===== config.mk =====
export PLATFORM = sky130hd
export DESIGN_NAME = psram_async_ctrl
export DESIGN_NICKNAME = d
export VERILOG_FILES = /design/src/rtl/psram_async_pkg.sv /design/src/rtl/psram_pwrup_timer.sv /design/src/rtl/psram_access_fsm.sv /design/src/rtl/psram_data_lane.sv /design/src/rtl/psram_async_ctrl.sv
export SDC_FILE = /design/constraint.sdc
export NUM_CORES = 1
export LEC_CHECK = 0
export ABC_AREA = 0
export BUFFER_PORTS_ARGS = -buffer_cell sky130_fd_sc_hd__buf_2
export CAP_MARGIN = 20
export CELL_PAD_IN_SITES_DETAIL_PLACEMENT = 1
export CELL_PAD_IN_SITES_GLOBAL_PLACEMENT = 1
export CORE_UTILIZATION = 41
export CTS_CLUSTER_SIZE = 12
export DETAILED_ROUTE_END_ITERATION = 8
export PLACE_DENSITY = 0.87
export SYNTH_ARGS = -nofsm -noshare
export SYNTH_HDL_FRONTEND = slang
export SYNTH_SLANG_ARGS = --single-unit

===== constraint.sdc =====
create_clock -name clk -period 3.1 [get_ports clk]
set_input_delay 0.465 -clock clk [delete_from_list [all_inputs] [get_ports clk]]
set_output_delay 0.465 -clock clk [all_outputs]
set_load 0.05 [all_outputs]

===== src/rtl/psram_async_pkg.sv =====
package psram_async_pkg;

  localparam int unsigned DW = 16;
  localparam int unsigned NB = DW / 8;

  typedef enum logic [2:0] {
    ST_IDLE = 3'd0,
    ST_ADDR = 3'd1,
    ST_ACT  = 3'd2,
    ST_HOLD = 3'd3,
    ST_REC  = 3'd4
  } acc_state_e;

  // cycles needed to cover wait_ns at clk_mhz, rounded up
  function automatic int unsigned pwrup_cycles(int unsigned clk_mhz, int unsigned wait_ns);
    return (clk_mhz * wait_ns + 999) / 1000;
  endfunction

  // write pulse shortened so that address cycle + pulse + hold cycle fits the cap
  function automatic int unsigned we_pulse_cycles(int unsigned want, int unsigned cem_max);
    if (want + 2 > cem_max) return cem_max - 2;
    return want;
  endfunction

  // zero the byte lanes that were not requested
  function automatic logic [DW-1:0] lane_mask(logic [DW-1:0] d, logic [NB-1:0] be);
    logic [DW-1:0] r;
    for (int i = 0; i < NB; i++) r[i*8 +: 8] = be[i] ? d[i*8 +: 8] : 8'h00;
    return r;
  endfunction

endpackage


===== src/rtl/psram_pwrup_timer.sv =====
module psram_pwrup_timer #(
  parameter int unsigned CYCLES = 15000
) (
  input  logic clk,
  input  logic rst_n,
  output logic init_done
);
  localparam int unsigned CW = $clog2(CYCLES + 1);

  logic [CW-1:0] cnt_q;

  always_ff @(posedge clk or negedge rst_n) begin
    if (!rst_n) begin
      cnt_q     <= '0;
      init_done <= 1'b0;
    end else if (!init_done) begin
      if (cnt_q == CW'(CYCLES - 1)) init_done <= 1'b1;
      cnt_q <= cnt_q + 1'b1;
    end
  end

  // once the window is over it never reopens
  a_r1_init_sticky: assert property (@(posedge clk) disable iff (!rst_n)
    init_done |=> init_done);

endmodule


===== src/rtl/psram_access_fsm.sv =====
module psram_access_fsm
  import psram_async_pkg::*;
#(
  parameter int unsigned T_ACC     = 6,
  parameter int unsigned T_WE_EFF  = 6,
  parameter int unsigned T_REC     = 2,
  parameter int unsigned T_CEM     = 8,
  parameter bit          ADV_PULSE = 1'b1
) (
  input  logic clk,
  input  logic rst_n,
  input  logic init_done,
  input  logic req,
  input  logic req_wr,
  output logic ready,
  output logic accept,
  output logic cap_evt,
  output logic lanes_on,
  output logic dq_drive,
  output logic done,
  output logic ce_n,
  output logic oe_n,
  output logic we_n,
  output logic adv_n
);
  localparam int unsigned REC_N = (T_REC < 1) ? 1 : T_REC;
  localparam int unsigned CNTW  = $clog2(T_CEM + T_ACC + T_WE_EFF + REC_N + 2);

  acc_state_e      state_q;
  logic [CNTW-1:0] cnt_q;
  logic            wr_q;
  logic            act_last;
  logic            rec_last;

  assign ready    = (state_q == ST_IDLE) && init_done;
  assign accept   = ready && req;
  assign act_last = (state_q == ST_ACT) &&
                    (cnt_q == (wr_q ? CNTW'(T_WE_EFF - 1) : CNTW'(T_ACC - 1)));
  assign rec_last = (state_q == ST_REC) && (cnt_q == CNTW'(REC_N - 1));
  assign cap_evt  = act_last && !wr_q;

  always_ff @(posedge clk or negedge rst_n) begin
    if (!rst_n) begin
      state_q <= ST_IDLE;
      cnt_q   <= '0;
      wr_q    <= 1'b0;
      done    <= 1'b0;
    end else begin
      done <= (act_last && !wr_q) || (state_q == ST_HOLD);
      unique case (state_q)
        ST_IDLE: if (accept) begin
          state_q <= ST_ADDR;
          wr_q    <= req_wr;
        end
        ST_ADDR: begin
          state_q <= ST_ACT;
          cnt_q   <= '0;
        end
        ST_ACT: begin
          if (act_last) begin
            state_q <= wr_q ? ST_HOLD : ST_REC;
            cnt_q   <= '0;
          end else begin
            cnt_q <= cnt_q + 1'b1;
          end
        end
        ST_HOLD: begin
          state_q <= ST_REC;
          cnt_q   <= '0;
        end
        ST_REC: begin
          if (rec_last) state_q <= ST_IDLE;
          else          cnt_q   <= cnt_q + 1'b1;
        end
        default: state_q <= ST_IDLE;
      endcase
    end
  end

  assign ce_n     = !((state_q == ST_ADDR) || (state_q == ST_ACT) || (state_q == ST_HOLD));
  assign oe_n     = !((state_q == ST_ACT) && !wr_q);
  assign we_n     = !((state_q == ST_ACT) && wr_q);
  assign lanes_on = (state_q == ST_ACT);
  assign dq_drive = wr_q && ((state_q == ST_ACT) || (state_q == ST_HOLD));

  generate
    if (ADV_PULSE) begin : g_adv_pulse
      assign adv_n = (state_q != ST_ADDR);
    end else begin : g_adv_hold
      assign adv_n = ce_n;
    end
  endgenerate

  // ---------------- run-length observers for the assertions ----------------
  logic [CNTW-1:0] ce_run_q, we_run_q, oe_run_q, ce_hi_q;

  always_ff @(posedge clk or negedge rst_n) begin
    if (!rst_n) begin
      ce_run_q <= '0;
      we_run_q <= '0;
      oe_run_q <= '0;
      ce_hi_q  <= '0;
    end else begin
      ce_run_q <= ce_n ? '0 : ce_run_q + 1'b1;
      we_run_q <= we_n ? '0 : we_run_q + 1'b1;
      oe_run_q <= oe_n ? '0 : oe_run_q + 1'b1;
      if (!ce_n)                          ce_hi_q <= '0;
      else if (ce_hi_q != CNTW'(REC_N))   ce_hi_q <= ce_hi_q + 1'b1;
    end
  end

  a_r2_oe_read_only: assert property (@(posedge clk) disable iff (!rst_n)
    !oe_n |-> (!ce_n && we_n));
  a_r3_sample_after_acc: assert property (@(posedge clk) disable iff (!rst_n)
    cap_evt |-> (!oe_n && oe_run_q == CNTW'(T_ACC - 1)));
  a_r4_we_with_ce: assert property (@(posedge clk) disable iff (!rst_n)
    !we_n |-> (!ce_n && oe_n));
  a_r9_we_cap: assert property (@(posedge clk) disable iff (!rst_n)
    !we_n |-> (we_run_q < CNTW'(T_WE_EFF)));
  a_r9_ce_cap: assert property (@(posedge clk) disable iff (!rst_n)
    !ce_n |-> (ce_run_q < CNTW'(T_CEM)));
  a_r10_recovery: assert property (@(posedge clk) disable iff (!rst_n)
    $fell(ce_n) |-> (ce_hi_q >= CNTW'(T_REC)));
  a_r11_drive_in_write: assert property (@(posedge clk) disable iff (!rst_n)
    dq_drive |-> (oe_n && !ce_n));
  a_r12_done_single: assert property (@(posedge clk) disable iff (!rst_n)
    done |=> !done);
  a_r13_busy_after_take: assert property (@(posedge clk) disable iff (!rst_n)
    accept |=> !ready);

  generate
    if (ADV_PULSE) begin : g_chk_pulse
      a_r6_adv_one_cycle: assert property (@(posedge clk) disable iff (!rst_n)
        !adv_n |=> adv_n);
    end else begin : g_chk_hold
      a_r6_adv_whole: assert property (@(posedge clk) disable iff (!rst_n)
        !ce_n |-> !adv_n);
    end
  endgenerate

endmodule


===== src/rtl/psram_data_lane.sv =====
module psram_data_lane
  import psram_async_pkg::*;
#(
  parameter int unsigned AW = 23
) (
  input  logic          clk,
  input  logic          rst_n,
  input  logic          accept,
  input  logic [AW-1:0] req_addr,
  input  logic [DW-1:0] req_wdata,
  input  logic [NB-1:0] req_be,
  input  logic          cap_evt,
  input  logic          lanes_on,
  input  logic [DW-1:0] dq_in,
  output logic [AW-1:0] mem_addr,
  output logic [DW-1:0] dq_out,
  output logic          lb_n,
  output logic          ub_n,
  output logic [DW-1:0] rdata
);
  logic [NB-1:0] be_q;

  always_ff @(posedge clk or negedge rst_n) begin
    if (!rst_n) begin
      mem_addr <= '0;
      dq_out   <= '0;
      be_q     <= '0;
      rdata    <= '0;
    end else begin
      if (accept) begin
        mem_addr <= req_addr;
        dq_out   <= req_wdata;
        be_q     <= req_be;
      end
      if (cap_evt) rdata <= lane_mask(dq_in, be_q);
    end
  end

  assign lb_n = !(lanes_on && be_q[0]);
  assign ub_n = !(lanes_on && be_q[1]);

  // a captured word never carries data in a lane that was not asked for
  a_r12_lanes_zeroed: assert property (@(posedge clk) disable iff (!rst_n)
    cap_evt |=> ((be_q[0] || rdata[7:0] == 8'h00) && (be_q[1] || rdata[15:8] == 8'h00)));
  // a lane strobe is only ever low for a requested lane
  a_r2_lane_select: assert property (@(posedge clk) disable iff (!rst_n)
    (!lb_n || !ub_n) |-> ((lb_n || be_q[0]) && (ub_n || be_q[1])));

endmodule


===== src/rtl/psram_async_ctrl.sv =====
module psram_async_ctrl
  import psram_async_pkg::*;
#(
  parameter int unsigned AW        = 23,
  parameter int unsigned CLK_MHZ   = 100,
  parameter int unsigned PWRUP_NS  = 150000,
  parameter int unsigned T_ACC     = 6,
  parameter int unsigned T_WE      = 9,
  parameter int unsigned T_REC     = 2,
  parameter int unsigned T_CEM     = 8,
  parameter bit          ADV_PULSE = 1'b1
) (
  input  logic          clk,
  input  logic          rst_n,
  input  logic          req,
  input  logic          req_wr,
  input  logic [AW-1:0] req_addr,
  input  logic [15:0]   req_wdata,
  input  logic [1:0]    req_be,
  output logic          ready,
  output logic          done,
  output logic [15:0]   rdata,
  output logic          mem_ce_n,
  output logic          mem_oe_n,
  output logic          mem_we_n,
  output logic          mem_lb_n,
  output logic          mem_ub_n,
  output logic          mem_adv_n,
  output logic          mem_clk,
  output logic [AW-1:0] mem_addr,
  output logic [15:0]   mem_dq_out,
  output logic          mem_dq_oe,
  input  logic [15:0]   mem_dq_in,
  input  logic          mem_wait
);
  localparam int unsigned PWR_CYC  = pwrup_cycles(CLK_MHZ, PWRUP_NS);
  localparam int unsigned T_WE_EFF = we_pulse_cycles(T_WE, T_CEM);

  logic init_done;
  logic accept;
  logic cap_evt;
  logic lanes_on;

  psram_pwrup_timer #(.CYCLES(PWR_CYC)) u_pwrup (
    .clk       (clk),
    .rst_n     (rst_n),
    .init_done (init_done)
  );

  psram_access_fsm #(
    .T_ACC     (T_ACC),
    .T_WE_EFF  (T_WE_EFF),
    .T_REC     (T_REC),
    .T_CEM     (T_CEM),
    .ADV_PULSE (ADV_PULSE)
  ) u_fsm (
    .clk       (clk),
    .rst_n     (rst_n),
    .init_done (init_done),
    .req       (req),
    .req_wr    (req_wr),
    .ready     (ready),
    .accept    (accept),
    .cap_evt   (cap_evt),
    .lanes_on  (lanes_on),
    .dq_drive  (mem_dq_oe),
    .done      (done),
    .ce_n      (mem_ce_n),
    .oe_n      (mem_oe_n),
    .we_n      (mem_we_n),
    .adv_n     (mem_adv_n)
  );

  psram_data_lane #(.AW(AW)) u_lane (
    .clk       (clk),
    .rst_n     (rst_n),
    .accept    (accept),
    .req_addr  (req_addr),
    .req_wdata (req_wdata),
    .req_be    (req_be),
    .cap_evt   (cap_evt),
    .lanes_on  (lanes_on),
    .dq_in     (mem_dq_in),
    .mem_addr  (mem_addr),
    .dq_out    (mem_dq_out),
    .lb_n      (mem_lb_n),
    .ub_n      (mem_ub_n),
    .rdata     (rdata)
  );

  // asynchronous mode: the memory clock never toggles
  assign mem_clk = 1'b0;

  a_r1_deselect_in_init: assert property (@(posedge clk) disable iff (!rst_n)
    !init_done |-> (mem_ce_n && !ready));
  a_r5_data_after_we: assert property (@(posedge clk) disable iff (!rst_n)
    $rose(mem_we_n) |-> (mem_dq_oe && !mem_ce_n && $stable(mem_dq_out)));
  a_r8_wait_no_launch: assert property (@(posedge clk) disable iff (!rst_n)
    ($changed(mem_wait) && ready && !req) |=> mem_ce_n);

endmodule


==> flow_summary_export.csv <==
group,metric,value,unit
critical_path,cp_max_fo,16,
sta,period_minus_slack,2314,ps
route,wl_per_cell,16.49,um
sta,max_freq,432.1,MHz
finish,mostFrequentLayoutCell,"buf_2",
critical_path,endpoint_kind,"output port",
hold_path,min_path_type,"in2reg",
route,drc,0,
logic_synthesis,yosys_warnings,0,
floorplanning,io_pins,127,
route,vias_per_cell,5.099,
finish,utilization,53.13,%
place,dp_slack,1061,ps
clock_tree,clock_sinks,82,
clock_tree,post_cts_buffers,0,
logic_synthesis,synth_top_area_cell,"dfrtp_1",
global_route,grt_pass1_vias,2858,
global_route,grt-ovfl-total,0,
finish,fin_nets,489,
route,wl,8841,um
logic_synthesis,synth_top_area_share,55.95,%
floorplanning,start_util,42.26,%
logic_synthesis,netlist_top_cells_area,"dfrtp_1, mux2_2, mux2i_1",
global_route,grt_max_degree,83,
route,ant_nets,0,
global_route,grt_pass1_wl,13730,um
clock_tree,clockBufferDepth,2,
route,dr.pass1.iters,4,
clock_tree,clk_pin_slew,90,ps
sta,setup_ws,785.8,ps
floorplanning,die_w,96.58,um
sta,fin_crit_sh,74.65,%
sta,drv_slew,0,
critical_path,required,2630,ps
logic_synthesis,synth-edff-count,0,
sta,setup_tns,0,ps
power,irDropWorstVdd,0.0001759,V
logic_synthesis,ys_seq_area_share,55.95,%
outcome,status,"finished, final reports clean",
finish,stdcell_count,536,
clock_tree,cts-root-buf,"clkbuf_8",
route,vias,2733,
job,cap_violations,0,
clock_tree,cts_tree,"built",
logic_synthesis,syn_nets,366,
floorplanning,coreArea,8678,um^2
critical_path,cp.arrival,1850,ps
clock_tree,h-tree-depth,3,
sta,clock-skew-final,12.61,ps
sta,maxSlewHeadroom,53.13,%
place,hpwlAfterDp,6238,um
critical_path,worst-setup-path-type,"reg2out",
global_route,grtUsageTotal,19.62,%
sta,rsz0062_at_grt,"no",
logic_synthesis,syn_inst,301,
logic_synthesis,ys_ff_latch,82,
place,portBuffers,124,
finish,drive_above_1_share,44.86,%
clock_tree,clkLatencyLatePin,350,ps
finish,synthToLayoutAreaGrowth,25.72,%
logic_synthesis,synthArstFlopShare,100.0,%
logic_synthesis,syn-cell-area,3667,um^2
global_route,antenna_found_initial,0,
power,p_leak,0.002502,uW
route,drt_iter0_markers,51,
logic_synthesis,ys_types,49,
place,gp_congestion,0.8070,
sta,whs,342.0,ps
sta,hold_viol_final,0,
finish,diodes,0,
floorplanning,die_y,96.58,um
floorplanning,die_area,9327,um^2
sta,max_slew.worst_pin.slew,703.0,ps
sta,setup_viol,0,
logic_synthesis,ys.flop_type,"dfrtp_1",
floorplanning,rows,34,
finish,final_cell_mix,"buf_2, dfrtp_1, mux2_2",
logic_synthesis,avgSynthCellArea,12.18,um^2
critical_path,start_kind,"flop",
clock_tree,cts_made_buffers,9,
place,dp_cells,519,
power,p_per_area,437.7,nW/um^2
-- through the flow --
step | area, um^2 | power, uW
after floorplan | 3667 | 1094
after global placement | 4348 | 1149
after detailed placement | 4348 | 1152
after CTS | 4573 | 2036
after global routing | 4611 | 2090
final | 4611 | 2018
-- per-layer routing --
| metal | share of wire [%] | vias up | global-route usage, % |
|---|---|---|---|
| li1 | - | 1277 | - |
| met1 | 41 | 1374 | 23.88 |
| met2 | 53 | 73 | 33.57 |
| met3 | 4.6 | 9 | 5.086 |
| met4 | 1.3 | 0 | 6.863 |
| met5 | 0 | - | 0 |
-- cell usage after synthesis, types with 2 or more instances --
| library cell | number |
|---|---|
| a21oi_1 | 5 |
| a32oi_1 | 2 |
| and2_1 | 3 |
| buf_1 | 2 |
| buf_2 | 4 |
| buf_6 | 3 |
| clkbuf_1 | 5 |
| dfrtp_1 | 82 |
| ha_1 | 3 |
| inv_1 | 27 |
| mux2_2 | 43 |
| mux2i_1 | 16 |
| nand2_1 | 29 |
| nand2b_1 | 2 |
| nand3_1 | 6 |
| nand4_1 | 2 |
| nor2_1 | 6 |
| nor2b_1 | 2 |
| nor3_1 | 5 |
| nor4_1 | 3 |
| nor4b_1 | 4 |
| o2111ai_1 | 2 |
| o211ai_1 | 3 |
| o21ai_0 | 2 |
| o221ai_1 | 2 |
| o41ai_1 | 2 |
| or3_1 | 2 |
| or4_1 | 2 |
| xnor2_1 | 7 |
| xor2_1 | 6 |
-- cell families after synthesis --
kind of cell,Yosys count,share of synthesized area (%)
AO/OA/AOI/OAI,24,4.879
XOR/XNOR,13,3.105
adder cells (fa/ha/maj),3,1.024
buffers and inverters,42,5.152
flip-flops,82,55.95
multiplexers,59,17.57
other,1,0.1023
AND/OR/NAND/NOR,77,12.21
-- registers in the layout (all words and copies together) (netlist names) --
| name | count |
|---|---|
| u_lane.be_q | 2 |
| u_lane.mem_addr | 23 |
| u_fsm.cnt_q | 5 |
| u_fsm.done | 1 |
| u_fsm.wr_q | 1 |
| u_pwrup.cnt_q | 14 |
| u_lane.rdata | 16 |
| u_pwrup.init_done | 1 |
| u_lane.dq_out | 16 |
| u_fsm.state_q | 3 |
-- worst paths after layout --
check | endpoint | slack [ps] | depth (start not counted) | from
setup reg to reg | u_lane.mem_addr[2]$_DFFE_PN0P_ | 1050 | 4 | u_fsm.state_q[1]$_DFFE_PN0P_
hold reg to reg | u_pwrup.cnt_q[13]$_DFFE_PN0N_ | 480 | 1 | u_pwrup.cnt_q[13]$_DFFE_PN0N_
setup / recovery | mem_adv_n | 790 | 3 | u_fsm.state_q[0]$_DFFE_PN0P_
hold / removal | u_lane.dq_out[2]$_DFFE_PN0P_ | 340 | 2 | req_wdata[2]
min in group asynchronous | u_lane.rdata[2]$_DFFE_PN0P_ | 490 | 2 | rst_n
max in group asynchronous | u_lane.dq_out[14]$_DFFE_PN0P_ | 2020 | 3 | rst_n
-- final cells by class --
type	count	area (um^2)
flip-flops and latches	82	2052
multi-input cells	177	1429
clock buffers	11	151.4
well taps	108	135.1
inverters	27	101.3
clock inverters	4	73.82
fillers	994	4068
repair buffers	127	668.1
-- report_power, final --
| group | switching, uW | leakage (uW) | internal [uW] | total [uW] |
|---|---|---|---|---|
| combinational | 33.7 | 0.00126 | 31.4 | 65.1 |
| sequential | 0 | 0.00113 | 1070 | 1070 |
| clock | 389 | 0.000116 | 495 | 885 |
| total | 423 | 0.00250 | 1600 | 2020 |
-- critical path, stage by stage (launching register included) --
cell     delay (ps)
dfrtp_1         680
inv_1           240
or3_1           380
buf_2           210
-- repair_timing --
| item | 4_1_cts | 5_1_grt |
|---|---|---|
| hold buffers | 0 | 1 |
| endpoints found under the setup margin | 0 | 0 |
| gates resized for setup | 0 | 0 |
| hold endpoints to repair | 0 | 8 |
(Power assumes the default switching activity.)
